`src/rtl/pscan_pkg.sv`:
```
package pscan_pkg;
  typedef enum logic [1:0] {
    ST_IDLE = 2'd0,
    ST_EMIT = 2'd1,
    ST_DONE = 2'd2
  } scan_st_e;
endpackage

```
`src/rtl/pscan_rst_sync.sv`:
```
module pscan_rst_sync (
  input  logic clk,
  input  logic rst_n,
  output logic rst_sync_n
);
  logic [1:0] stage_q;

  always_ff @(posedge clk or negedge rst_n) begin
    if (!rst_n) stage_q <= 2'b00;
    else        stage_q <= {stage_q[0], 1'b1};
  end

  assign rst_sync_n = stage_q[1];
endmodule

```
`src/rtl/pscan_first.sv`:
```
// Lowest-index set bit finder.
module pscan_first #(
  parameter  int N  = 8,
  localparam int IW = (N > 1) ? $clog2(N) : 1
) (
  input  logic [N-1:0]  vec,
  output logic          found,
  output logic [IW-1:0] pos
);
  always_comb begin
    found = |vec;
    pos   = '0;
    for (int i = N - 1; i >= 0; i--) begin
      if (vec[i]) pos = IW'(i);
    end
  end
endmodule

```
`src/rtl/pscan_search.sv`:
```
// Two-level search: first occupied pixel at or after (from_row, from_col).
module pscan_search #(
  parameter  int DIM = 8,
  localparam int RW  = (DIM > 1) ? $clog2(DIM) : 1
) (
  input  logic [DIM*DIM-1:0] occ,
  input  logic               from_ok,
  input  logic [RW-1:0]      from_row,
  input  logic [RW-1:0]      from_col,
  output logic               hit,
  output logic [RW-1:0]      hit_row,
  output logic [RW-1:0]      hit_col
);
  logic [DIM-1:0] col_mask;
  logic [DIM-1:0] row_any;
  logic [DIM-1:0] row_bits;
  logic [DIM-1:0] col_vec;
  logic           col_found;

  for (genvar c = 0; c < DIM; c++) begin : g_mask
    assign col_mask[c] = (RW'(c) >= from_col);
  end

  for (genvar r = 0; r < DIM; r++) begin : g_rows
    logic [DIM-1:0] bits;
    assign bits = occ[r*DIM +: DIM];
    always_comb begin
      if (!from_ok)                  row_any[r] = 1'b0;
      else if (RW'(r) > from_row)    row_any[r] = |bits;
      else if (RW'(r) == from_row)   row_any[r] = |(bits & col_mask);
      else                           row_any[r] = 1'b0;
    end
  end

  pscan_first #(.N(DIM)) u_row_pick (
    .vec   (row_any),
    .found (hit),
    .pos   (hit_row)
  );

  always_comb begin
    row_bits = occ[int'(hit_row)*DIM +: DIM];
    col_vec  = (hit_row == from_row) ? (row_bits & col_mask) : row_bits;
  end

  pscan_first #(.N(DIM)) u_col_pick (
    .vec   (col_vec),
    .found (col_found),
    .pos   (hit_col)
  );

  logic unused_ok;
  assign unused_ok = col_found;
endmodule

```
`src/rtl/sparse_readout_scanner.sv`:
```
module sparse_readout_scanner
  import pscan_pkg::*;
#(
  parameter  int DIM   = 8,
  parameter  int DEPTH = 2,
  parameter  int TS_W  = 14,
  localparam int RW    = (DIM > 1) ? $clog2(DIM) : 1,
  localparam int IXW   = (DEPTH > 1) ? $clog2(DEPTH) : 1,
  localparam int CNT_W = $clog2(DEPTH + 1)
) (
  input  logic               clk,
  input  logic               rst_n,
  input  logic               start,
  input  logic [DIM*DIM-1:0] pix_empty,
  output logic [RW-1:0]      sel_row,
  output logic [RW-1:0]      sel_col,
  output logic [IXW-1:0]     sel_idx,
  input  logic [CNT_W-1:0]   pix_cnt,
  input  logic [TS_W-1:0]    pix_stamp,
  output logic               out_valid,
  input  logic               out_ready,
  output logic [RW-1:0]      out_row,
  output logic [RW-1:0]      out_col,
  output logic [IXW-1:0]     out_idx,
  output logic [TS_W-1:0]    out_stamp,
  output logic               out_last,
  output logic               clr_stb,
  output logic [RW-1:0]      clr_row,
  output logic [RW-1:0]      clr_col,
  output logic               done
);
  logic rst_q_n;

  pscan_rst_sync u_rst (.clk(clk), .rst_n(rst_n), .rst_sync_n(rst_q_n));

  scan_st_e       state_q, state_d;
  logic [RW-1:0]  row_q, col_q, row_d, col_d;
  logic [IXW-1:0] idx_q, idx_d;
  logic           pix_en, idx_en;
  logic           clr_d;

  logic [RW-1:0]  from_row, from_col;
  logic           from_ok;
  logic           hit;
  logic [RW-1:0]  hit_row, hit_col;
  logic           fire, last_w;

  // search starts one past the current pixel while streaming, else at (0,0)
  always_comb begin
    from_ok  = 1'b1;
    from_row = '0;
    from_col = '0;
    if (state_q == ST_EMIT) begin
      from_ok = !((row_q == RW'(DIM - 1)) && (col_q == RW'(DIM - 1)));
      if (col_q == RW'(DIM - 1)) begin
        from_row = row_q + 1'b1;
        from_col = '0;
      end else begin
        from_row = row_q;
        from_col = col_q + 1'b1;
      end
    end
  end

  pscan_search #(.DIM(DIM)) u_search (
    .occ      (~pix_empty),
    .from_ok  (from_ok),
    .from_row (from_row),
    .from_col (from_col),
    .hit      (hit),
    .hit_row  (hit_row),
    .hit_col  (hit_col)
  );

  assign out_valid = (state_q == ST_EMIT);
  assign fire      = out_valid && out_ready;
  assign last_w    = (int'(idx_q) + 1) >= int'(pix_cnt);

  // next state
  always_comb begin
    state_d = state_q;
    row_d   = row_q;
    col_d   = col_q;
    idx_d   = idx_q;
    pix_en  = 1'b0;
    idx_en  = 1'b0;
    clr_d   = 1'b0;
    case (state_q)
      ST_IDLE, ST_DONE: begin
        if (start) begin
          if (hit) begin
            state_d = ST_EMIT;
            pix_en  = 1'b1;
            row_d   = hit_row;
            col_d   = hit_col;
            idx_en  = 1'b1;
            idx_d   = '0;
          end else begin
            state_d = ST_DONE;
          end
        end
      end
      ST_EMIT: begin
        if (fire) begin
          idx_en = 1'b1;
          if (!last_w) begin
            idx_d = idx_q + 1'b1;
          end else begin
            clr_d = 1'b1;
            idx_d = '0;
            if (hit) begin
              pix_en = 1'b1;
              row_d  = hit_row;
              col_d  = hit_col;
            end else begin
              state_d = ST_DONE;
            end
          end
        end
      end
      default: state_d = ST_IDLE;
    endcase
  end

  // registers
  always_ff @(posedge clk or negedge rst_q_n) begin
    if (!rst_q_n) begin
      state_q <= ST_IDLE;
      row_q   <= '0;
      col_q   <= '0;
      idx_q   <= '0;
      clr_stb <= 1'b0;
      clr_row <= '0;
      clr_col <= '0;
    end else begin
      state_q <= state_d;
      if (pix_en) begin
        row_q <= row_d;
        col_q <= col_d;
      end
      if (idx_en) idx_q <= idx_d;
      clr_stb <= clr_d;
      if (clr_d) begin
        clr_row <= row_q;
        clr_col <= col_q;
      end
    end
  end

  assign sel_row   = row_q;
  assign sel_col   = col_q;
  assign sel_idx   = idx_q;
  assign out_row   = row_q;
  assign out_col   = col_q;
  assign out_idx   = idx_q;
  assign out_stamp = pix_stamp;
  assign out_last  = last_w;
  assign done      = (state_q == ST_DONE);

  AST_HOLD_ON_STALL: assert property (@(posedge clk) disable iff (!rst_q_n)
    out_valid && !out_ready |=> out_valid && $stable(out_row) && $stable(out_col) && $stable(out_idx));

  AST_CLR_AFTER_LAST: assert property (@(posedge clk) disable iff (!rst_q_n)
    out_valid && out_ready && out_last |=> clr_stb && clr_row == $past(out_row) && clr_col == $past(out_col));

  AST_SEL_OCCUPIED: assert property (@(posedge clk) disable iff (!rst_q_n)
    out_valid |-> !pix_empty[int'(out_row)*DIM + int'(out_col)]);

  AST_IDX_STEP: assert property (@(posedge clk) disable iff (!rst_q_n)
    out_valid && out_ready && !out_last |=> out_valid && out_idx == $past(out_idx) + 1'b1 && $stable(out_row) && $stable(out_col));

  AST_NEW_PIXEL_SLOT0: assert property (@(posedge clk) disable iff (!rst_q_n)
    $rose(out_valid) |-> out_idx == '0);

  AST_DONE_STICKY: assert property (@(posedge clk) disable iff (!rst_q_n)
    done && !start |=> done && !out_valid);

  AST_ORDER_FWD: assert property (@(posedge clk) disable iff (!rst_q_n)
    out_valid && out_ready && out_last |=> !out_valid || out_row > $past(out_row) ||
      (out_row == $past(out_row) && out_col > $past(out_col)));
endmodule

```
`config.mk`:
```
export PLATFORM = sky130hd
export DESIGN_NAME = sparse_readout_scanner
export DESIGN_NICKNAME = d
export VERILOG_FILES = /design/src/rtl/pscan_pkg.sv /design/src/rtl/pscan_rst_sync.sv /design/src/rtl/pscan_first.sv /design/src/rtl/pscan_search.sv /design/src/rtl/sparse_readout_scanner.sv
export SDC_FILE = /design/constraint.sdc
export NUM_CORES = 1
export LEC_CHECK = 0
export ABC_AREA = 1
export BUFFER_PORTS_ARGS = -buffer_cell sky130_fd_sc_hd__buf_2
export CAP_MARGIN = 20
export CORE_MARGIN = 4
export CORE_UTILIZATION = 41
export DETAILED_ROUTE_END_ITERATION = 8
export GPL_ROUTABILITY_DRIVEN = 0
export PLACE_DENSITY = 0.71
export SYNTH_ARGS = -nofsm -noshare
export SYNTH_HDL_FRONTEND = slang
export SYNTH_SLANG_ARGS = --single-unit
```
`constraint.sdc`:
```
create_clock -name clk -period 2.4 [get_ports clk]
set_clock_uncertainty 0.2 [all_clocks]
set_input_delay 0 -clock clk [delete_from_list [all_inputs] [get_ports clk]]
set_output_delay 0 -clock clk [all_outputs]
set_load 0.05 [all_outputs]
```
# Word-level counts from Yosys, hierarchy flattened
# Cells that the tools add are included.
# Widths: inputs -> output; s select.
[classes] bitwise=10 mux=77 n_lt_le_gt_ge=17 add_sub_neg=4 n_reduce_logical=27 n_eq_ne=17 n_shift=1
[op_table] cell="$reduce_or 8->1" n=17
[op_table] cell="$mux 3" n=28
[op_table] cell="$and 8x8->8" n=9
[op_table] cell="$not 64->64" n=1
[op_table] cell="$shiftx 64x7->8" n=1
[op_table] cell="$mux 1" n=37
[op_table] cell="$eq 3x3->1 const A" n=4
[op_table] cell="$ge 3x3->1 const A" n=4
[op_table] cell="$gt 3x3->1 const A" n=4
[op_table] cell="$pmux 3 s2" n=2
[op_table] cell="$mux 2" n=5
[op_table] cell="$reduce_and 5->1" n=2
[op_table] cell="$mux 8" n=1
[op_table] cell="$add 3x1->3 const B" n=2
[op_table] cell="$eq 2x3->1 const A" n=2
[op_table] cell="$eq 3x3->1 const B" n=2
[op_table] cell="$ge 1x3->1 const A" n=2
[op_table] cell="$ge 2x3->1 const A" n=2
[op_table] cell="$gt 1x3->1 const A" n=2
[op_table] cell="$gt 2x3->1 const A" n=2
[op_table] cell="$ne 2x2->1 const B" n=3
[op_table] cell="$pmux 1 s2" n=3
[op_table] cell="$ne 2x1->1 const B" n=2
[op_table] cell="$pmux 2 s2" n=1
[op_table] cell="14 further kinds" n=15
[totals] output_inout_bits=38 elab_cells=161 inputBits=84 regBits=18

# Logic depth before layout (Yosys ltp)
# Gate-level depths: netlist of the first run.
[logic_depth] word_depth=32 mapped_depth=33 ltp_nobuf=32

# Cells and area by module
# A second synthesis of the first run with hierarchy kept.
[hier_totals] cells_unflattened=586 hier_area_um2=3074.2
[modules_own_cells] module="pscan_search" seq_area_each_um2=0.0 area_per_inst_um2=1560.2 instances=1 cells_per_inst=349
[modules_own_cells] module="sparse_readout_scanner" seq_area_each_um2=400.4 area_per_inst_um2=1262.5 instances=1 cells_per_inst=190
[modules_own_cells] module="pscan_first" seq_area_each_um2=0.0 area_per_inst_um2=98.8 instances=2 cells_per_inst=22
[modules_own_cells] module="pscan_rst_sync" seq_area_each_um2=50.0 area_per_inst_um2=53.8 instances=1 cells_per_inst=3

# Worst setup path before layout of the first run
# Ideal clock, no wire load.
[synth_timing] kind="reg-to-reg" startpoint="register col_q[0] (netlist: out_col[0])" endpoint="register col_q[1] (netlist: out_col[1])" path_stages_with_launch=27 setup_ns=0.118 n_path_buf=1 required_time_ns=2.082 period_less_slack_ns=3.533 arrival_time_ns=3.214 slack_ns=-1.133 cell_sequence="dfrtp_1 > ha_1 > ha_1 > buf_2 > inv_1 > nand2_1 > nor2_8 > nand2_2 > inv_2 > o21ai_1 > nor2_1 > nand2_1 > nand2_4 > nand2_2 > nor2_4 > nand2_2 > inv_1 > nor2_1 > nand2_1 > inv_2 > a31oi_4 > inv_2 > nand2_1 > inv_1 > and2_1 > nand2_1 > nand2_1"
[synth_via] elab_chain_len=32 elab_cells_between_ends=105 classes_between="1 x add/sub; 16 x order compare; 9 x eq/ne; 1 x shift; 56 x mux; 9 x bitwise; 13 x reduce/logical"
[synth_lines] element="start, declared" line_no="sparse_readout_scanner.sv:37" rtl="logic [RW-1:0] row_q, col_q, row_d, col_d;"
[synth_lines] element="start signal, assigned" line_no="sparse_readout_scanner.sv:139" rtl="col_q <= col_d;"
[synth_lines] element="$add 3x1->3 / $eq 3x3->1 (equally long branches)" line_no="sparse_readout_scanner.sv:60, sparse_readout_scanner.sv:54, sparse_readout_scanner.sv:55"
[synth_lines] element="$mux 3" line_no="sparse_readout_scanner.sv:55" rtl="if (col_q == RW'(DIM - 1)) begin"
[synth_lines] element="$mux 3" line_no="sparse_readout_scanner.sv:53" rtl="if (state_q == ST_EMIT) begin"
[synth_lines] element="$ge 1x3->1 (tied with other cells)" line_no="pscan_search.sv:21" rtl="assign col_mask[c] = (RW'(c) >= from_col);"
[synth_lines] element="$and 8x8->8" line_no="pscan_search.sv:30" rtl="else if (RW'(r) == from_row) row_any[r] = |(bits & col_mask);"
[synth_lines] element="$reduce_or 8->1" line_no="pscan_search.sv:30"
[synth_lines] element="$mux 1" line_no="pscan_search.sv:30"
[synth_lines] element="$mux 1" line_no="pscan_search.sv:29" rtl="else if (RW'(r) > from_row) row_any[r] = |bits;"
[synth_lines] element="[... 9 more ...]"
[synth_lines] element="$shiftx 64x7->8" line_no="pscan_search.sv:42" rtl="row_bits = occ[int'(hit_row)*DIM +: DIM];"
[synth_lines] element="$and 8x8->8" line_no="pscan_search.sv:43" rtl="col_vec = (hit_row == from_row) ? (row_bits & col_mask) : row_bits;"
[synth_lines] element="$mux 8" line_no="pscan_search.sv:43"
[synth_lines] element="$mux 3 (8 in series)" line_no="pscan_first.sv:14" rtl="if (vec[i]) pos = IW'(i);"
[synth_lines] element="$mux 3" line_no="sparse_readout_scanner.sv:91, sparse_readout_scanner.sv:111"
[synth_lines] element="$mux 3" line_no="sparse_readout_scanner.sv:106" rtl="if (!last_w) begin"
[synth_lines] element="$mux 3" line_no="sparse_readout_scanner.sv:104" rtl="if (fire) begin"
[synth_lines] element="$pmux 3 s2" line_no="sparse_readout_scanner.sv:88" rtl="case (state_q)"
# Several ways; a longest one is shown, not always the timed one. The select of a mux whose other input is x is not followed.
# A chain may end at the register's enable or synchronous reset.

# Final worst setup path of the first run
[layout_timing] startpoint="register col_q[0] (netlist: out_col[0])" endpoint="register col_q[0] (netlist: out_col[0])"
# The elaborated chain is that of the path after synthesis.

==> impl_metrics.yaml, run 1 <==
pwr:
  leakage_power_figure_nw: 2.33
  total_power_per_unit_cell_area_nw_per_um2: 826
  peakVddDrop_mv: 0.346
routing:
  post-route-drc-count: 0
  avgRoutedWirePerCell_um: 15.9
  dr.first_iter.drc_count: 348
  sum_of_routed_wire_length_over_all_layers_mm: 11.1
  vias_per_cell: 5.61
  dr_total_vias: 3926
  route.antenna.remaining_nets: 0
  drt_first_pass_iters: 7
logic_synthesis:
  synth_area_um2: 2770
  synth-compound-area-share_pct: 16.2
  synthArstFlopShare_pct: 100
  yosys.area_share.adder_pct: 2.71
  number_of_warnings_printed_during_yosys_synthesis: 0
  postSynth.topFlopCell: "dfrtp_1"
  syn-instance-count: 473
  synth-xor-area-share_pct: 0
  yosysSeqAreaShare_pct: 16.3
  syn_nets: 563
  synth.mux.area_fraction_pct: 0
  ys_top_cells_by_area: "nand2_1 19%, dfrtp_1 16%, nand3_1 8.9%, nor2_1 6.8%, buf_4 6.2%"
  largest_family_of_logic_cells_by_synthesized_area: "simple AND/OR/NAND/NOR gates"
  syn-mean-instance-area_um2: 5.85
  synth_top_area_share_pct: 18.9
  post_synthesis_register_bit_count: 18
  yosys.area_share.simple_pct: 48.9
  netlist.top_cell.by_area: "nand2_1"
  synth_cell_type_count: 36
  synth-edff-count: 0
worst_setup_path:
  timing.critical_path.to_type: "flop"
  cp.required_ps: 2380
  arrival_time_at_the_worst_endpoint_ps: 3450
  critical_path_fanouts_max: 7
  start_kind: "flop"
  worstSetupPathType: "flop to flop"
  critical-path-slowest-cell: "dfrtp_2"
  crit_path_frequent_cell: "nand2_1"
  cp_slowest_stage_delay_ps: 420
clock_network:
  cts_buffers: 3
  numClockSinks: 18
  clock-root-buffer: "clkbuf_8"
  clkTransAtPathRegs_ps: 70
  cts_tree: "built"
  ctsHtreeMaxLevel: 1
  max-clock-path-buffers: 2
  clkLatencyLatePin_ps: 250
timing:
  fmaxAchievable_mhz: 288
  final.min_clock_period_ps: 3480
  final_hold_viol_count: 0
  setup_viol: 9
  finalCritPeriodShare_pct: 145
  maxSlewViolCount: 0
  worst-slew-pin-transition_ps: 659
  fin_ws_ps: -1080
  max_slew_margin_pct: 56.1
  setup_tns_ps: -7530
  setup_repair_after_global_routing_missed_its_margin: "yes"
floorplanning:
  floorplan.initialDensity_pct: 42.8
  coreArea_um2: 6460
  floorplan.die_area_um2: 8120
  fp.dieH_um: 90.1
  die_w_um: 90.1
  io_pins: 122
  num_rows: 29
global_routing:
  antenna_found_initial: 0
  vias_in_the_first_global_route: 3552
  global_route.overflow_total: 0
  global_route.usage.total_pct: 24.5
  first_pass_grt_wire_length_mm: 16.7
  grt_start_max_net_pins: 25
cells_and_area:
  fillers: 576
  top_library_cells_by_usage_in_the_layout_fill_and_taps_aside: "123 x nand2_1, 93 x buf_2, 50 x buf_4"
  final_layout_size_suffix_gt1_share_pct: 42.1
  insertedDiodeCount: 0
  synthToLayoutAreaGrowth_pct: 54.6
  layout.cells.most_common: "nand2_1"
  finalNetCount: 714
placed_design:
  io_buffers: 93
  preCtsSetupSlack_ps: -1110
  place_hpwl_mm: 8.49
run:
  cap_viol_max_count: 0
hold_path:
  min-delay-path-class: "input port to flop"
run_status:
  failed_checks: "setup timing"
  outcome: "finished, violations left"
## timing repair
item / in CTS / in global routing
endpoints found under the hold margin: 17 / 0
resized for setup: 27 / 57
pin swaps: 9 / 43
hold buffers: 17 / 0
setup buffers: 3 / 8
setup endpoints to repair: 9 / 9
cloned: 1 / 2
## routing by layer
layer / part of all wire, % / up-vias / track usage (%)
met5: 0 / - / 0
met4: 5.3 / 0 / 11.7
met3: 9.8 / 50 / 3.26
met2: 46 / 286 / 39.6
met1: 39 / 1741 / 32.1
li1: - / 1849 / -
## cell type report
class	count	area (µm²)	area share, %
flip-flops and latches	18	457	10.7
clock buffers	4	45.0	1.05
multi-input cells	372	2180	51.0
repair buffers	177	1270	29.8
well taps	77	96.3	2.25
inverters	52	225	5.27
## cell families (layout without fill, tap and decap cells)
group,count (synthesis),in the layout
AND/OR/NAND/NOR,291,291
buffers and inverters,83,233
AO/OA/AOI/OAI,74,74
flip-flops,18,18
adder cells (fa/ha/maj),6,6
other,1,1
## cells in the mapped netlist (9+ instances only)
master,n
inv_1,42
nand2_2,12
o211ai_1,10
o21ai_1,18
buf_4,23
nand3_1,49
nand2_1,139
o22ai_1,9
o21ai_0,22
nand4_1,16
nor2_1,50
inv_2,9
dfrtp_1,18
## worst paths after layout
| path | endpoint | slack (ps) | start | depth (start not counted) |
|---|---|---|---|---|
| max | out_col[0] | -1080 | out_col[0] | 28 |
| min | state_q[0] | 10 | start | 4 |
| max reg2reg | out_col[0] | -1080 | out_col[0] | 28 |
| min reg2reg | clr_row[2] | 70 | u_rst.stage_q[1] | 0 |
| max in group asynchronous | out_col[1] | 1470 | u_rst.stage_q[1] | 0 |
| min in group asynchronous | clr_row[2] | 70 | u_rst.stage_q[1] | 0 |
## stage by stage
stage,utilization [%],total power (W),instance area (µm²),hold WS [ps],instances
after floorplan,-,0.00214,2840,-496,473
after global placement,55.5,0.00290,3580,-415,665
after detailed placement,55.5,0.00292,3580,-411,665
after CTS,60.6,0.00334,3910,4.76,690
after global routing,66.2,0.00374,4280,24.4,700
final,66.2,0.00353,4280,11.1,700
## worst max-delay path: cells and delay by family (launching register included)
kind / cells / cell delay, ps
adder cells (fa/ha/maj): 2 / 370
AND/OR/NAND/NOR: 22 / 1990
flip-flops: 1 / 420
buffers and inverters: 3 / 260
AO/OA/AOI/OAI: 1 / 150
## power by group
group	switching (W)	total (W)	internal [W]
clock	0.0000899	0.000207	0.000117
combinational	0.00179	0.00284	0.00105
sequential	0.0000920	0.000485	0.000393
## sequential cells by signal, indices dropped and copies added (netlist names)
register,flops
clr_col,3
clr_row,3
clr_stb,1
out_col,3
out_idx,1
out_row,3
state_q,2
u_rst.stage_q,2
(Power assumes the default switching activity.)
==> run 2: changes to the inputs <==
CORE_MARGIN = 2   (was 4)
==> impl_metrics.yaml, run 2 (synthesis results as in run 1) <==
timing:
  worst-slew-pin-transition_ps: 669
  final_hold_viol_count: 0
  maxSlewViolCount: 0
  final.min_clock_period_ps: 3480
  fmaxAchievable_mhz: 287
  fin_ws_ps: -1080
  setup_viol: 9
  setup_tns_ps: -7640
  max_slew_margin_pct: 55.4
  worst_hold_slack_ps: 73.9
  finalCritPeriodShare_pct: 145
  setup_repair_after_global_routing_missed_its_margin: "yes"
routing:
  avgRoutedWirePerCell_um: 16.0
  sum_of_routed_wire_length_over_all_layers_mm: 11.3
  post-route-drc-count: 0
  dr.first_iter.drc_count: 257
  dr_total_vias: 4046
  detailed_route_wirelength_on_metal3_mm: 1.19
  highest-signal-layer: "met4"
  vias_per_cell: 5.76
  wirelength_met1_mm: 4.13
  drt_first_pass_iters: 6
  route.antenna.remaining_nets: 0
  wl_met2_mm: 5.15
global_routing:
  vias_in_the_first_global_route: 3570
  global_route.overflow_total: 0
  grt_start_max_net_pins: 20
  first_pass_grt_wire_length_mm: 16.7
  global_route.usage.total_pct: 28.1
  antenna_found_initial: 0
cells_and_area:
  top_library_cells_by_usage_in_the_layout_fill_and_taps_aside: "127 x nand2_1, 93 x buf_2, 53 x buf_4"
  instances_no_fill: 702
  insertedDiodeCount: 0
  finalNetCount: 716
  fillers: 553
  ff_latch_area_um2: 457
  multiInputGateArea_um2: 2210
  synthToLayoutAreaGrowth_pct: 54.8
  final_layout_size_suffix_gt1_share_pct: 43.0
  layout.cells.most_common: "nand2_1"
  stdcell_area_um2: 4280
pwr:
  leakage_power_figure_nw: 2.29
  total_power_w: 0.00358
  total_power_per_unit_cell_area_nw_per_um2: 837
  peakVddDrop_mv: 0.356
clock_network:
  cts_tree: "built"
  ctsHtreeMaxLevel: 1
  clock-root-buffer: "clkbuf_8"
  numClockSinks: 18
  clkLatencyLatePin_ps: 250
  cts_buffers: 3
  clkTransAtPathRegs_ps: 70
  max-clock-path-buffers: 2
worst_setup_path:
  cp_slowest_stage_delay_ps: 430
  critical-path-slowest-cell: "dfrtp_2"
  reg2reg_from: "out_col[0]"
  worst-r2r-cell-count: 28
  timing.critical_path.to_type: "flop"
  critical_path.n_buffers_inverters: 3
  start_kind: "flop"
  critical_path_fanouts_max: 5
  critical_path.reg2reg.endpoint: "out_col[0]"
  worstSetupPathType: "flop to flop"
  arrival_time_at_the_worst_endpoint_ps: 3430
  cp_top_family: "simple AND/OR/NAND/NOR gates"
  cp.required_ps: 2350
  crit_path_frequent_cell: "nand2_1"
  regToRegSetupSlack_ps: -1080
placed_design:
  io_buffers: 93
  placement.cell_area_um2: 3560
  place_hpwl_mm: 8.22
  dp.cells: 662
hold_path:
  min-delay-path-class: "flop to asynchronous set/reset pin"
floorplanning:
  num_rows: 29
  floorplan.die_area_um2: 7420
  coreArea_um2: 6420
  die_w_um: 86.1
  io_pins: 122
  floorplan.initialDensity_pct: 43.1
  fp.dieH_um: 86.1
run_status:
  failed_checks: "setup timing"
  outcome: "finished, violations left"
run:
  cap_viol_max_count: 0
[run 2: routing by layer]
layer / GRT usage, % / vias to the layer above
li1: - / 1850
met1: 35.3 / 1815
met2: 46.0 / 310
met3: 3.37 / 71
met4: 16.3 / 0
met5: 0 / -
[run 2: worst max-delay path by stage]
stage | from | to | slack, ps | cells after the start
after global routing | out_col[0] | out_col[0] | -1300 | 29
after global placement | out_col[1] | out_col[0] | -1040 | 26
final | out_col[0] | out_col[0] | -1080 | 28
after detailed placement | out_col[1] | out_col[0] | -1070 | 26
after CTS | out_col[1] | out_col[0] | -960 | 29
after floorplan | out_col[0] | out_col[0] | -870 | 31
[run 2: area by class of cell]
| cell class | instances | area share [%] |
|---|---|---|
| Multi-Input combinational cell | 373 | 51.5 |
| Clock buffer | 4 | 1.29 |
| Timing Repair Buffer | 176 | 28.6 |
| Inverter | 52 | 5.20 |
| Tap cell | 77 | 2.25 |
| Timing Repair inverter | 2 | 0.409 |
| Sequential cell | 18 | 10.7 |
[run 2: per-stage QoR]
stage / setup WS [ps] / utilization (%)
floorplan: -874 / -
global placement: -1040 / 55.4
detailed placement: -1070 / 55.4
CTS: -957 / 61.6
global route: -1300 / 66.6
finish: -1080 / 66.6
[run 2: repair_timing]
| item | 4_1_cts | 5_1_grt |
|---|---|---|
| setup buffers | 6 | 7 |
| resized for setup | 29 | 57 |
| gates cloned | 0 | 5 |
| pin swaps | 12 | 46 |
| endpoints found under the hold margin | 18 | 0 |
| hold buffers | 18 | 0 |
| setup endpoints to repair | 9 | 9 |
[run 2: power by group]
part           internal, W  leakage, nW  total, W  switching [W]
registers         0.000393        0.229  0.000484      0.0000912
clock network     0.000146       0.0288  0.000246       0.000100
logic              0.00103         2.03   0.00285        0.00182
[run 2: worst register-to-register path, delay by kind of cell, from the launching register on]
family | cells | cell delay, ps
AO/OA/AOI/OAI | 2 | 240
adder cells (fa/ha/maj) | 2 | 440
AND/OR/NAND/NOR | 21 | 1570
buffers and inverters | 3 | 480
flip-flops | 1 | 430
